File: src/rtl/pld_pkg.sv
package pld_pkg;
    // State code doubles as the phase flag pair {lead_q1, lead_q2}
    typedef enum logic [1:0] {
        ST_IDLE     = 2'b00,
        ST_REF_LEAD = 2'b10,
        ST_FB_LEAD  = 2'b01
    } lead_state_t;
endpackage

File: src/rtl/pld_level_sync.sv
module pld_level_sync #(
    parameter int STAGES = 2
) (
    input  logic clk,
    input  logic rst,
    input  logic din,
    output logic dout
);
    logic [STAGES-1:0] chain;

    generate
        for (genvar i = 0; i < STAGES; i++) begin : g_stage
            if (i == 0) begin : g_first
                always_ff @(posedge clk) begin
                    if (rst) chain[0] <= 1'b0;
                    else     chain[0] <= din;
                end
            end else begin : g_next
                always_ff @(posedge clk) begin
                    if (rst) chain[i] <= 1'b0;
                    else     chain[i] <= chain[i-1];
                end
            end
        end
    endgenerate

    assign dout = chain[STAGES-1];
endmodule

File: src/rtl/pld_lead_fsm.sv
module pld_lead_fsm
    import pld_pkg::*;
(
    input  logic clk,
    input  logic rst,
    input  logic ref_s,
    input  logic fb_s,
    output logic q1,
    output logic q2
);
    lead_state_t state, state_nx;

    always_comb begin
        state_nx = state;
        unique case (state)
            ST_IDLE: begin
                if (ref_s && !fb_s)      state_nx = ST_REF_LEAD;  // ENTER_REF
                else if (fb_s && !ref_s) state_nx = ST_FB_LEAD;   // ENTER_FB
            end
            ST_REF_LEAD, ST_FB_LEAD: begin
                if (ref_s == fb_s)       state_nx = ST_IDLE;      // RELEASE
            end
            default:                     state_nx = ST_IDLE;
        endcase
    end

    always_ff @(posedge clk) begin
        if (rst) state <= ST_IDLE;
        else     state <= state_nx;
    end

    always_comb begin
        q1 = 1'b0;
        q2 = 1'b0;
        unique case (state)
            ST_IDLE:     ;
            ST_REF_LEAD: q1 = 1'b1;
            ST_FB_LEAD:  q2 = 1'b1;
            default:     ;
        endcase
    end

    // R1 reset lands in idle
    a_r1_reset_idle: assert property (@(posedge clk) rst |=> (state == ST_IDLE));
    // R2 enter reference-lead
    a_r2_enter_ref: assert property (@(posedge clk) disable iff (rst)
        (state == ST_IDLE && ref_s && !fb_s) |=> (q1 && !q2));
    // R3 enter feedback-lead
    a_r3_enter_fb: assert property (@(posedge clk) disable iff (rst)
        (state == ST_IDLE && fb_s && !ref_s) |=> (q2 && !q1));
    // R4 hold while levels differ, release when equal
    a_r4_hold: assert property (@(posedge clk) disable iff (rst)
        (state != ST_IDLE && ref_s != fb_s) |=> $stable(state));
    a_r4_release: assert property (@(posedge clk) disable iff (rst)
        (state != ST_IDLE && ref_s == fb_s) |=> (!q1 && !q2));
    // R5 idle with equal levels stays idle
    a_r5_idle_stay: assert property (@(posedge clk) disable iff (rst)
        (state == ST_IDLE && ref_s == fb_s) |=> (!q1 && !q2));
endmodule

File: src/rtl/pld_freq_stage.sv
module pld_freq_stage #(
    parameter int CNT_W = 8
) (
    input  logic             clk,
    input  logic             rst,
    input  logic             q1,
    input  logic             q2,
    input  logic [CNT_W-1:0] hold_len,
    output logic             up,
    output logic             dn
);
    localparam logic [CNT_W-1:0] CNT_MAX = {CNT_W{1'b1}};

    logic [CNT_W-1:0] run [2];
    logic [1:0]       flag;
    logic [1:0]       want;

    assign flag = {q2, q1};

    generate
        for (genvar i = 0; i < 2; i++) begin : g_run
            always_ff @(posedge clk) begin
                if (rst || !flag[i])        run[i] <= '0;
                else if (run[i] != CNT_MAX) run[i] <= run[i] + 1'b1;
            end
            assign want[i] = flag[i] && (run[i] >= hold_len);
        end
    endgenerate

    // Conflicting requests cancel each other
    assign up = want[0] && !want[1];
    assign dn = want[1] && !want[0];

    // R8 never both directions
    a_r8_exclusive: assert property (@(posedge clk) disable iff (rst) !(up && dn));
    // R6 a fresh phase flag with nonzero hold does not raise up at once
    a_r6_delay: assert property (@(posedge clk) disable iff (rst)
        (hold_len != '0 && q1 && !$past(q1)) |-> !up);
    // R6 up only with q1
    a_r6_needs_q1: assert property (@(posedge clk) disable iff (rst) !q1 |-> !up);
    // R7 down drops with q2
    a_r7_needs_q2: assert property (@(posedge clk) disable iff (rst) !q2 |-> !dn);
endmodule

File: src/rtl/phase_lead_cmp.sv
module phase_lead_cmp #(
    parameter int CNT_W       = 8,
    parameter int SYNC_STAGES = 2
) (
    input  logic             clk,
    input  logic             rst,
    input  logic             ref_in,
    input  logic             fb_in,
    input  logic [CNT_W-1:0] hold_len,
    output logic             lead_q1,
    output logic             lead_q2,
    output logic             freq_up,
    output logic             freq_dn
);
    logic ref_s, fb_s;

    pld_level_sync #(.STAGES(SYNC_STAGES)) i_sync_ref (
        .clk(clk), .rst(rst), .din(ref_in), .dout(ref_s));
    pld_level_sync #(.STAGES(SYNC_STAGES)) i_sync_fb (
        .clk(clk), .rst(rst), .din(fb_in), .dout(fb_s));

    pld_lead_fsm i_fsm (
        .clk(clk), .rst(rst), .ref_s(ref_s), .fb_s(fb_s),
        .q1(lead_q1), .q2(lead_q2));

    pld_freq_stage #(.CNT_W(CNT_W)) i_freq (
        .clk(clk), .rst(rst), .q1(lead_q1), .q2(lead_q2),
        .hold_len(hold_len), .up(freq_up), .dn(freq_dn));

    // R5 phase flags exclusive at the top
    a_r5_flags_exclusive: assert property (@(posedge clk) disable iff (rst)
        !(lead_q1 && lead_q2));
endmodule

File: config.mk
export PLATFORM = sky130hd
export DESIGN_NAME = phase_lead_cmp
export DESIGN_NICKNAME = d
export VERILOG_FILES = /design/src/rtl/pld_pkg.sv /design/src/rtl/pld_level_sync.sv /design/src/rtl/pld_lead_fsm.sv /design/src/rtl/pld_freq_stage.sv /design/src/rtl/phase_lead_cmp.sv
export SDC_FILE = /design/constraint.sdc
export NUM_CORES = 1
export LEC_CHECK = 0
export BUFFER_PORTS_ARGS = -buffer_cell sky130_fd_sc_hd__buf_2
export CAP_MARGIN = 10
export CORE_MARGIN = 2
export CORE_UTILIZATION = 55
export CTS_CLUSTER_DIAMETER = 150
export DETAILED_ROUTE_END_ITERATION = 16
export PLACE_DENSITY = 0.83
export SLEW_MARGIN = 20
export SYNTH_ARGS = -nofsm -noshare
export SYNTH_HDL_FRONTEND = slang
export SYNTH_HIERARCHICAL = 1
export SYNTH_SLANG_ARGS = --single-unit
File: constraint.sdc
create_clock -name clk -period 1.8 [get_ports clk]
set_input_delay 0.09 -clock clk [delete_from_list [all_inputs] [get_ports clk]]
set_output_delay 0.09 -clock clk [all_outputs]
set_load 0.02 [all_outputs]
==> results of run 1 <==
[per-layer routing]
| metal | vias up | track usage [%] | wire length (um) |
|---|---|---|---|
| met3 | 7 | 2.58 | 133 |
| met5 | - | 0 | 0 |
| met2 | 31 | 30.6 | 1460 |
| met4 | 0 | 9.06 | 64 |
| li1 | 580 | - | - |
| met1 | 555 | 24.3 | 1370 |
[worst reg2reg max path: stages, from the launching register on]
cell and delay [ns]:
edfxtp_1 0.41, buf_4 0.15, buf_4 0.13, ha_2 0.18
and3_4 0.20, and3_4 0.18, or2_4 0.29, nor2_2 0.12
[logic make-up after synthesis]
group,count (synthesis),share of synthesized area (%)
and+or+nand+nor,59,21.8
adders and majority gates,22,19.0
DFF,22,41.5
buffers and inverters,15,3.98
AOI/OAI and AO/OA,14,5.71
xor gates and xnor gates,12,7.27
muxes,1,0.692
[power by group]
part / leakage [nW] / total [mW] / internal (mW) / switching [mW]
Combinational: 0.530 / 0.110 / 0.0510 / 0.0590
Sequential: 0.247 / 0.548 / 0.545 / 0.00362
Clock: 0.0210 / 0.265 / 0.124 / 0.142
[timing repair]
action / in CTS / in global routing
pin swaps: 4 / 6
endpoints found under the hold margin: 2 / 0
buffers inserted: 7 / 10
resized for setup: 7 / 21
hold buffers: 2 / 0
endpoints found under the setup margin: 2 / 3
[state kept, by name, summed over array words and instances (netlist names)]
signal / cells
i_sync_ref/chain: 1
i_sync_fb/chain: 1
i_freq/run: 16
i_fsm/state: 2
i_sync_ref/dout: 1
i_sync_fb/dout: 1
[how the worst max path moves through the flow]
stage                                   startpoint                             end  slack [ns]  cells past startpoint
floorplan           i_freq/run[0][0]$_SDFFCE_PN0P_                         freq_dn        0.22                      6
CTS                 i_freq/run[0][5]$_SDFFCE_PN0P_                         freq_dn       -0.13                      6
global placement    i_freq/run[0][0]$_SDFFCE_PN0P_                         freq_dn        0.15                      7
detailed placement  i_freq/run[1][0]$_SDFFCE_PN0P_  i_freq/run[1][5]$_SDFFCE_PN0P_        0.08                      4
finish              i_freq/run[1][7]$_SDFFCE_PN0P_                         freq_up       -0.16                      6
global route        i_freq/run[1][7]$_SDFFCE_PN0P_                         freq_up       -0.28                      6
[Yosys cell counts, drive strengths merged, types with 5 or more instances]
master and n:
nor2b 6, dfxtp 6, and3 5, inv 14
xnor2 7, ha 22, o21ai 6, nor2 20
nand3 8, xor2 5, edfxtp 16, nand2 5
[layout make-up]
class / instances / area, um2 / share of cell area, %
Sequential cell: 22 / 601 / 32.7
Timing Repair Buffer: 34 / 228 / 12.4
Inverter: 14 / 52.6 / 2.86
Tap cell: 30 / 37.5 / 2.05
Multi-Input combinational cell: 108 / 880 / 48.0
Clock buffer: 4 / 36.3 / 1.98
==> run_results.csv, run 1 <==
group,metric,value,unit
timing,rsz0062_at_grt,"true",
timing,finalSetupViolations,2,
die,dieArea,3060,um2
worst_setup_path,critPathMaxStageDelay,0.46,ns
cts,clock-sinks,22,
worst_setup_path,cp-start-kind,"register",
power_and_ir_drop,p_leak,0.797,nW
timing,worst_slew_pin_slew,0.399,ns
detailed_routing,viasPerCell,5.53,
synth,yosys_warnings,6,
timing,hold_violations,0,
timing,finClkSkew,0.000750,ns
cells_and_area,fillers,177,
timing,period_share,109,%
synth,synth_top_area_share,33.2,%
worst_setup_path,critPathSlowestCell,"edfxtp_1",
detailed_routing,wl,3030,um
hold_path,whs_path_depth,2,
cells_and_area,final_area,1830,um2
synth,synth-seq-cells,22,
synth,synth-edff-count,16,
place,preCtsSetupSlack,0.0848,ns
synth,synthesis.area,1450,um2
global_route,grt_pass1_vias,1100,
cells_and_area,final_cell_mix,"buf_4, nor2_1, ha_1",
worst_setup_path,critPathMaxFanout,2,
worst_setup_path,worstSetupPathType,"register to output port",
timing,timing.final.ws_setup,-0.164,ns
worst_setup_path,cp.arrival,1.87,ns
cts,h-tree-depth,1,
place,place_area,1550,um2
die,start_util,58.4,%
cells_and_area,num-nets-final,217,
worst_setup_path,path_cells,"ha_1 -> a21oi_1 -> o21ai_1 -> a22oi_2 -> nor2b_1 -> buf_4",
synth,postSynthAreaPerCell,9.98,um2
power_and_ir_drop,ir_worst_vdd,0.000517,V
cts,ctsLongestPathBuffers,2,
synth,synthFlopType,"edfxtp_1",
timing,fin_tns_setup,-0.265,ns
worst_setup_path,r2r_setup_slack,0.02,ns
detailed_routing,drc,0,
cts,clk_latency,0.31,ns
cells_and_area,areaGrowthSynthToFinish,26.8,%
die,core_area,2480,um2
global_route,grt_pass1_wl,4580,um
cts,cts_tree,"built",
die,fp.dieH,55.3,um
status,violations,"negative setup slack",
timing,maxSlewHeadroom,73.3,%
worst_setup_path,rr_worst_depth,7,
worst_setup_path,crit_required,1.71,ns
worst_setup_path,endpoint_kind,"output port",
hold_path,min_from,"rst",
place,place_congestion,0.813,
die,die_w,55.3,um
detailed_routing,first_pass_iters,4,
global_route,grt.total_usage,18.7,%
detailed_routing,vias,1173,
detailed_routing,drt_iter0_drc,23,
synth,synth_fp_nets,179,
detailed_routing,final_antenna_net_count,0,
cells_and_area,layout_commonest_cell,"buf_4",
cells_and_area,drive_above_1_share,33.0,%
hold_path,whs_endpoint,"i_sync_fb/chain[0]$_SDFF_PP0_",
synth,synth.area.top_cells,"edfxtp_1, ha_1, dfxtp_1, nor2_1, xnor2_1",
cts,clkTransAtPathRegs,0.11,ns
timing,fmax,509,MHz
cells_and_area,antenna_cells,0,
detailed_routing,wl_per_cell,14.3,um
cts,numCtsBuffers,3,
worst_setup_path,cp_num_buf_inv,1,
place,portBuffers,15,
synth,synth_top_area_cell,"edfxtp_1",
synth,ys_async_sr_fraction,0,%
die,rows,18,
cts,clockRootBuffer,"clkbuf_4",
cells_and_area,fin_util,74.0,%
global_route,grt.overflow.total,0,
place,dp_cells,189,
power_and_ir_drop,power,0.924,mW
worst_setup_path,crit_family,"flip-flops",
timing,min_period,1.96,ns
global_route,antenna_found_initial,0,
timing,maxSlewViolCount,0,
die,io-pin-count,16,
status,run_status,"complete, but fails checks",
global_route,grt_max_degree,13,
synth,ys_types,27,
worst_setup_path,r2r_end,"i_freq/run[1][7]$_SDFFCE_PN0P_",
synth,synth_seq_area_share,41.5,%
worst_setup_path,timing.rr.start,"i_freq/run[1][0]$_SDFFCE_PN0P_",
synth,syn_inst,145,
cells_and_area,instances_no_fill,212,
timing,timing.hold.ws,0.0724,ns
place,dp_hpwl,2060,um
flow_run,drv_cap,0,
power_and_ir_drop,power_density,504,nW/um2
hold_path,min_path_type,"input port to register",
(Power assumes the default switching activity.)
==> run 2, diff against run 1 <==
RECOVER_POWER = 25   (was unset)
SKIP_CTS_REPAIR_TIMING = 1   (was unset)
==> run 2 against run 1 <==
Compared with the run above:
- the run still ends with negative setup slack left
- hold slack lost 0.0043 ns
- cell count shrank 0.94%
- non-clock buffer count shrank 2
- utilization shrank 0.50 points
- die area is the same
- global-route usage shrank 0.93 points
- first-iteration DRC count grew 17%
- via count is the same
- combinational power is essentially flat
- critical path depth is the same
- critical path type unchanged
- critical endpoint is now freq_dn
- largest power group unchanged
==> run_results.csv, run 2 (same netlist as run 1, synthesis figures left out) <==
group,metric,value,unit
status,run_status,"complete, but fails checks",
status,violations,"negative setup slack",
cells_and_area,final_cell_mix,"nor2_1, ha_1, buf_4, edfxtp_1",
detailed_routing,final_antenna_net_count,0,
timing,period_share,111,%
place,preCtsSetupSlack,0.0848,ns
global_route,grt.overflow.total,0,
power_and_ir_drop,p_leak,0.788,nW
cells_and_area,drive_above_1_share,30.0,%
worst_setup_path,worstSetupPathDepth,6,
global_route,grt_pass1_wl,4340,um
global_route,antenna_found_initial,0,
detailed_routing,vias,1173,
detailed_routing,wl_per_cell,14.8,um
cells_and_area,regMostFlops,"i_freq/run",
cts,numCtsBuffers,3,
timing,hold_violations,0,
timing,fmax,500,MHz
die,rows,18,
worst_setup_path,rr_worst_depth,6,
die,start_util,58.4,%
worst_setup_path,critPathMaxStageDelay,0.46,ns
timing,maxSlewHeadroom,73.8,%
cells_and_area,seqCellArea,601,um2
detailed_routing,viasPerCell,5.59,
global_route,grt_pass1_vias,1039,
timing,finClkSkew,0.00357,ns
die,fp.dieH,55.3,um
place,dp_hpwl,2060,um
power_and_ir_drop,power,0.928,mW
timing,rsz0062_at_grt,"true",
worst_setup_path,cp_num_buf_inv,1,
flow_run,drv_cap,0,
worst_setup_path,critPathSlowestCell,"edfxtp_1",
timing,timing.final.ws_setup,-0.201,ns
cells_and_area,layout_commonest_cell,"nor2_1",
detailed_routing,drc,0,
power_and_ir_drop,power_density,509,nW/um2
hold_path,min_path_type,"input port to register",
cells_and_area,fillers,179,
cells_and_area,fin_util,73.5,%
cells_and_area,reg_top3,"i_freq/run (16), i_fsm/state (2)",
cts,h-tree-depth,1,
cts,cts_tree,"built",
timing,worst_slew_pin_slew,0.392,ns
cells_and_area,num-nets-final,215,
power_and_ir_drop,ir_worst_vdd,0.000542,V
die,dieArea,3060,um2
place,place_congestion,0.813,
worst_setup_path,path_cells,"ha_1 -> a21oi_1 -> o21ai_1 -> a22oi_2 -> nor2b_2 -> buf_6",
worst_setup_path,worstSetupPathType,"register to output port",
place,portBuffers,15,
cts,clock-sinks,22,
worst_setup_path,endpoint_kind,"output port",
global_route,grt.total_usage,17.8,%
cts,ctsLongestPathBuffers,2,
cts,clkTransAtPathRegs,0.11,ns
die,core_area,2480,um2
timing,min_period,2.00,ns
hold_path,whs_path_depth,2,
timing,maxSlewViolCount,0,
worst_setup_path,crit_family,"flip-flops",
detailed_routing,drt_iter0_drc,27,
die,die_w,55.3,um
cells_and_area,largest_reg_flops,16,
cells_and_area,areaGrowthSynthToFinish,26.0,%
cells_and_area,antenna_cells,0,
timing,fin_tns_setup,-0.342,ns
cells_and_area,multi_input_area,878,um2
timing,finalSetupViolations,2,
worst_setup_path,critPathMaxFanout,3,
worst_setup_path,cp.arrival,1.91,ns
cts,clockRootBuffer,"clkbuf_4",
worst_setup_path,crit_required,1.71,ns
die,io-pin-count,16,
detailed_routing,first_pass_iters,4,
global_route,grt_max_degree,13,
worst_setup_path,cp-start-kind,"register",
cts,clk_latency,0.31,ns
detailed_routing,wl,3120,um
## run 2: routing by layer
| metal | track usage, % | wire [um] |
|---|---|---|
| met2 | 28.6 | 1560 |
| met3 | 2.58 | 104 |
| met5 | 0 | 0 |
| met1 | 23.3 | 1360 |
| met4 | 9.06 | 91 |
## run 2: power by group
part / leakage, nW / switching [mW] / total, mW / internal, mW
logic: 0.521 / 0.0597 / 0.113 / 0.0532
clock network: 0.0210 / 0.143 / 0.266 / 0.124
registers: 0.247 / 0.00408 / 0.549 / 0.545
total: 0.788 / 0.206 / 0.928 / 0.722
## run 2: final timing paths
check	from	to	slack (ns)
min	rst	i_sync_ref/dout$_SDFF_PP0_	0.07
max	i_freq/run[0][7]$_SDFFCE_PN0P_	freq_dn	-0.20
min reg2reg	i_sync_ref/chain[0]$_SDFF_PP0_	i_sync_ref/dout$_SDFF_PP0_	0.45
max reg2reg	i_freq/run[1][0]$_SDFFCE_PN0P_	i_freq/run[1][7]$_SDFFCE_PN0P_	0.05
## run 2: layout make-up
cell class                      count  area share [%]
Sequential cell                    22            33.0
Tap cell                           30            2.06
Multi-Input combinational cell    108            48.2
Clock buffer                        4            1.99
Timing Repair Buffer               32            11.9
Inverter                           14            2.88
## run 2: through the flow
| step | hold WS [ns] | instances | area (um2) |
|---|---|---|---|
| global route | 0.0577 | 210 | 1820 |
| finish | 0.0681 | 210 | 1820 |
| global placement | 0.303 | 189 | 1550 |
| floorplan | 0.162 | 145 | 1450 |
| detailed placement | 0.306 | 189 | 1550 |
| CTS | -0.0273 | 193 | 1590 |
==> run 3, diff against run 2 <==
PLACE_DENSITY = 0.82   (was 0.83)
REMOVE_ABC_BUFFERS = 1   (was unset)
SYNTH_HIERARCHICAL = unset   (was 1)
==> run 3 against run 2 <==
Compared with the run above:
- the run still ends with negative setup slack left
- combinational power is 8% lower
- via count is 6.0% higher
- clock power is 6% higher
==> run_results.csv, run 3 <==
group,metric,value,unit
detailed_routing,final_antenna_net_count,0,
global_route,antenna_found_initial,0,
worst_setup_path,cp-start-kind,"register",
detailed_routing,first_pass_iters,4,
synth,yosys_warnings,0,
global_route,grt_max_degree,13,
timing,finalSetupViolations,2,
global_route,grt_pass1_vias,1148,
cts,ctsLongestPathBuffers,2,
synth,synth_top_area_share,32.4,%
cells_and_area,final_area,1890,um2
synth,synth.area.top_cells,"edfxtp_1, ha_1, dfxtp_1, xor2_1, inv_1",
die,core_area,2520,um2
cells_and_area,final_cell_mix,"inv_1, ha_1, nor2_1",
cells_and_area,antenna_cells,0,
timing,maxSlewViolCount,0,
timing,finClkSkew,0.00403,ns
detailed_routing,wl,3530,um
timing,hold_violations,0,
synth,synth-seq-cells,22,
worst_setup_path,crit_family,"flip-flops",
cts,numCtsBuffers,3,
global_route,grt.overflow.total,0,
status,violations,"negative setup slack",
place,dp_hpwl,2340,um
synth,synth_seq_area_share,40.4,%
die,die_w,56.0,um
place,portBuffers,15,
timing,period_share,117,%
worst_setup_path,endpoint_kind,"output port",
die,rows,18,
worst_setup_path,cp_num_buf_inv,1,
detailed_routing,vias,1243,
status,run_status,"complete, but fails checks",
synth,postSynthAreaPerCell,9.84,um2
power_and_ir_drop,power_density,495,nW/um2
detailed_routing,drt_iter0_drc,51,
global_route,grt_pass1_wl,4970,um
worst_setup_path,critPathMaxStageDelay,0.49,ns
die,start_util,58.9,%
place,place_area,1660,um2
cells_and_area,areaGrowthSynthToFinish,27.2,%
timing,timing.final.ws_setup,-0.303,ns
cts,clock-sinks,22,
cells_and_area,reg_top3,"i_freq.run (16), i_fsm.state (2)",
cts,clk_latency,0.32,ns
timing,rsz0062_at_grt,"true",
die,dieArea,3130,um2
timing,fmax,475,MHz
synth,synthesis.area,1490,um2
cells_and_area,drive_above_1_share,27.3,%
detailed_routing,drc,0,
worst_setup_path,worstSetupPathType,"register to output port",
synth,ys_async_sr_fraction,0,%
synth,synth_top_area_cell,"edfxtp_1",
worst_setup_path,critPathMaxFanout,4,
worst_setup_path,critPathSlowestCell,"edfxtp_1",
worst_setup_path,cp.arrival,2.01,ns
place,preCtsSetupSlack,-0.00211,ns
cts,clockRootBuffer,"clkbuf_4",
global_route,grt.total_usage,20.1,%
cells_and_area,regMostFlops,"i_freq.run",
synth,synthFlopType,"edfxtp_1",
worst_setup_path,path_cells,"ha_1 -> nand2_2 -> or2_4 -> a31oi_4 -> o211a_1 -> buf_6",
worst_setup_path,crit_required,1.71,ns
synth,synthTopCellsByCount,"ha_1, inv_1, nor2_1",
die,fp.dieH,56.0,um
timing,min_period,2.10,ns
timing,maxSlewHeadroom,82.5,%
power_and_ir_drop,ir_worst_vdd,0.000498,V
worst_setup_path,rr_worst_depth,6,
hold_path,min_path_type,"input port to register",
place,place_congestion,0.776,
hold_path,whs_path_depth,2,
synth,ys_types,28,
cts,clkTransAtPathRegs,0.12,ns
flow_run,drv_cap,0,
synth,yosysMostFrequentCell,"ha_1",
cts,h-tree-depth,1,
cts,cts_tree,"built",
detailed_routing,viasPerCell,5.73,
cells_and_area,num-nets-final,223,
synth,synth-edff-count,16,
die,io-pin-count,16,
detailed_routing,wl_per_cell,16.3,um
worst_setup_path,worstSetupPathDepth,6,
power_and_ir_drop,p_leak,0.835,nW
synth,syn_inst,151,
timing,worst_slew_pin_slew,0.260,ns
cells_and_area,largest_reg_flops,16,
[run 3: per-stage QoR]
stage                     instances  total power, mW  hold slack, ns  utilization, %   TNS, ns
after floorplan                 150            0.610           0.162               -    -0.140
after global placement          205            0.637           0.305            65.9         0
after detailed placement        205            0.647           0.320            65.9  -0.00211
after CTS                       209            0.911        -0.00362            67.3    -0.672
after global routing            217            0.966          0.0316            74.9    -0.683
final                           217            0.935          0.0126            74.9    -0.552
[run 3: cells by family after synthesis]
family	after synthesis	share of synthesized area, %
adder cells (fa/ha/maj)	23	19.4
AND/OR/NAND/NOR	57	20.1
AO/OA/AOI/OAI	18	7.67
buffers and inverters	19	5.31
XOR/XNOR	12	7.08
flip-flops	22	40.4
[run 3: final timing paths]
check	slack [ns]	to	startpoint
max	-0.30	freq_dn	i_freq.run[1][6]$_SDFFCE_PN0P_
min	0.01	i_sync_ref.chain[0]$_SDFF_PP0_	rst
max reg2reg	0.06	i_freq.run[0][7]$_SDFFCE_PN0P_	i_freq.run[0][1]$_SDFFCE_PN0P_
min reg2reg	0.46	i_sync_ref.dout$_SDFF_PP0_	i_sync_ref.chain[0]$_SDFF_PP0_
[run 3: power breakdown]
part | internal [mW] | switching [mW] | total [mW]
logic | 0.0477 | 0.0562 | 0.104
clock network | 0.124 | 0.158 | 0.282
registers | 0.544 | 0.00523 | 0.549
[run 3: cell type report]
cell class                 instances  area [um2]
fill                             176         633
tap                               30        37.5
sequential                        22         601
inverter                          18        67.6
clock buffer                       4        36.3
timing repair buffer              33         218
multi-input combinational        110         930
[run 3: routing by layer]
metal,track usage [%],wire length (um),up-vias
met5,0,0,-
met4,7.82,57,0
met3,2.79,206,7
met2,34.6,1840,49
met1,25.4,1430,591
li1,-,-,596
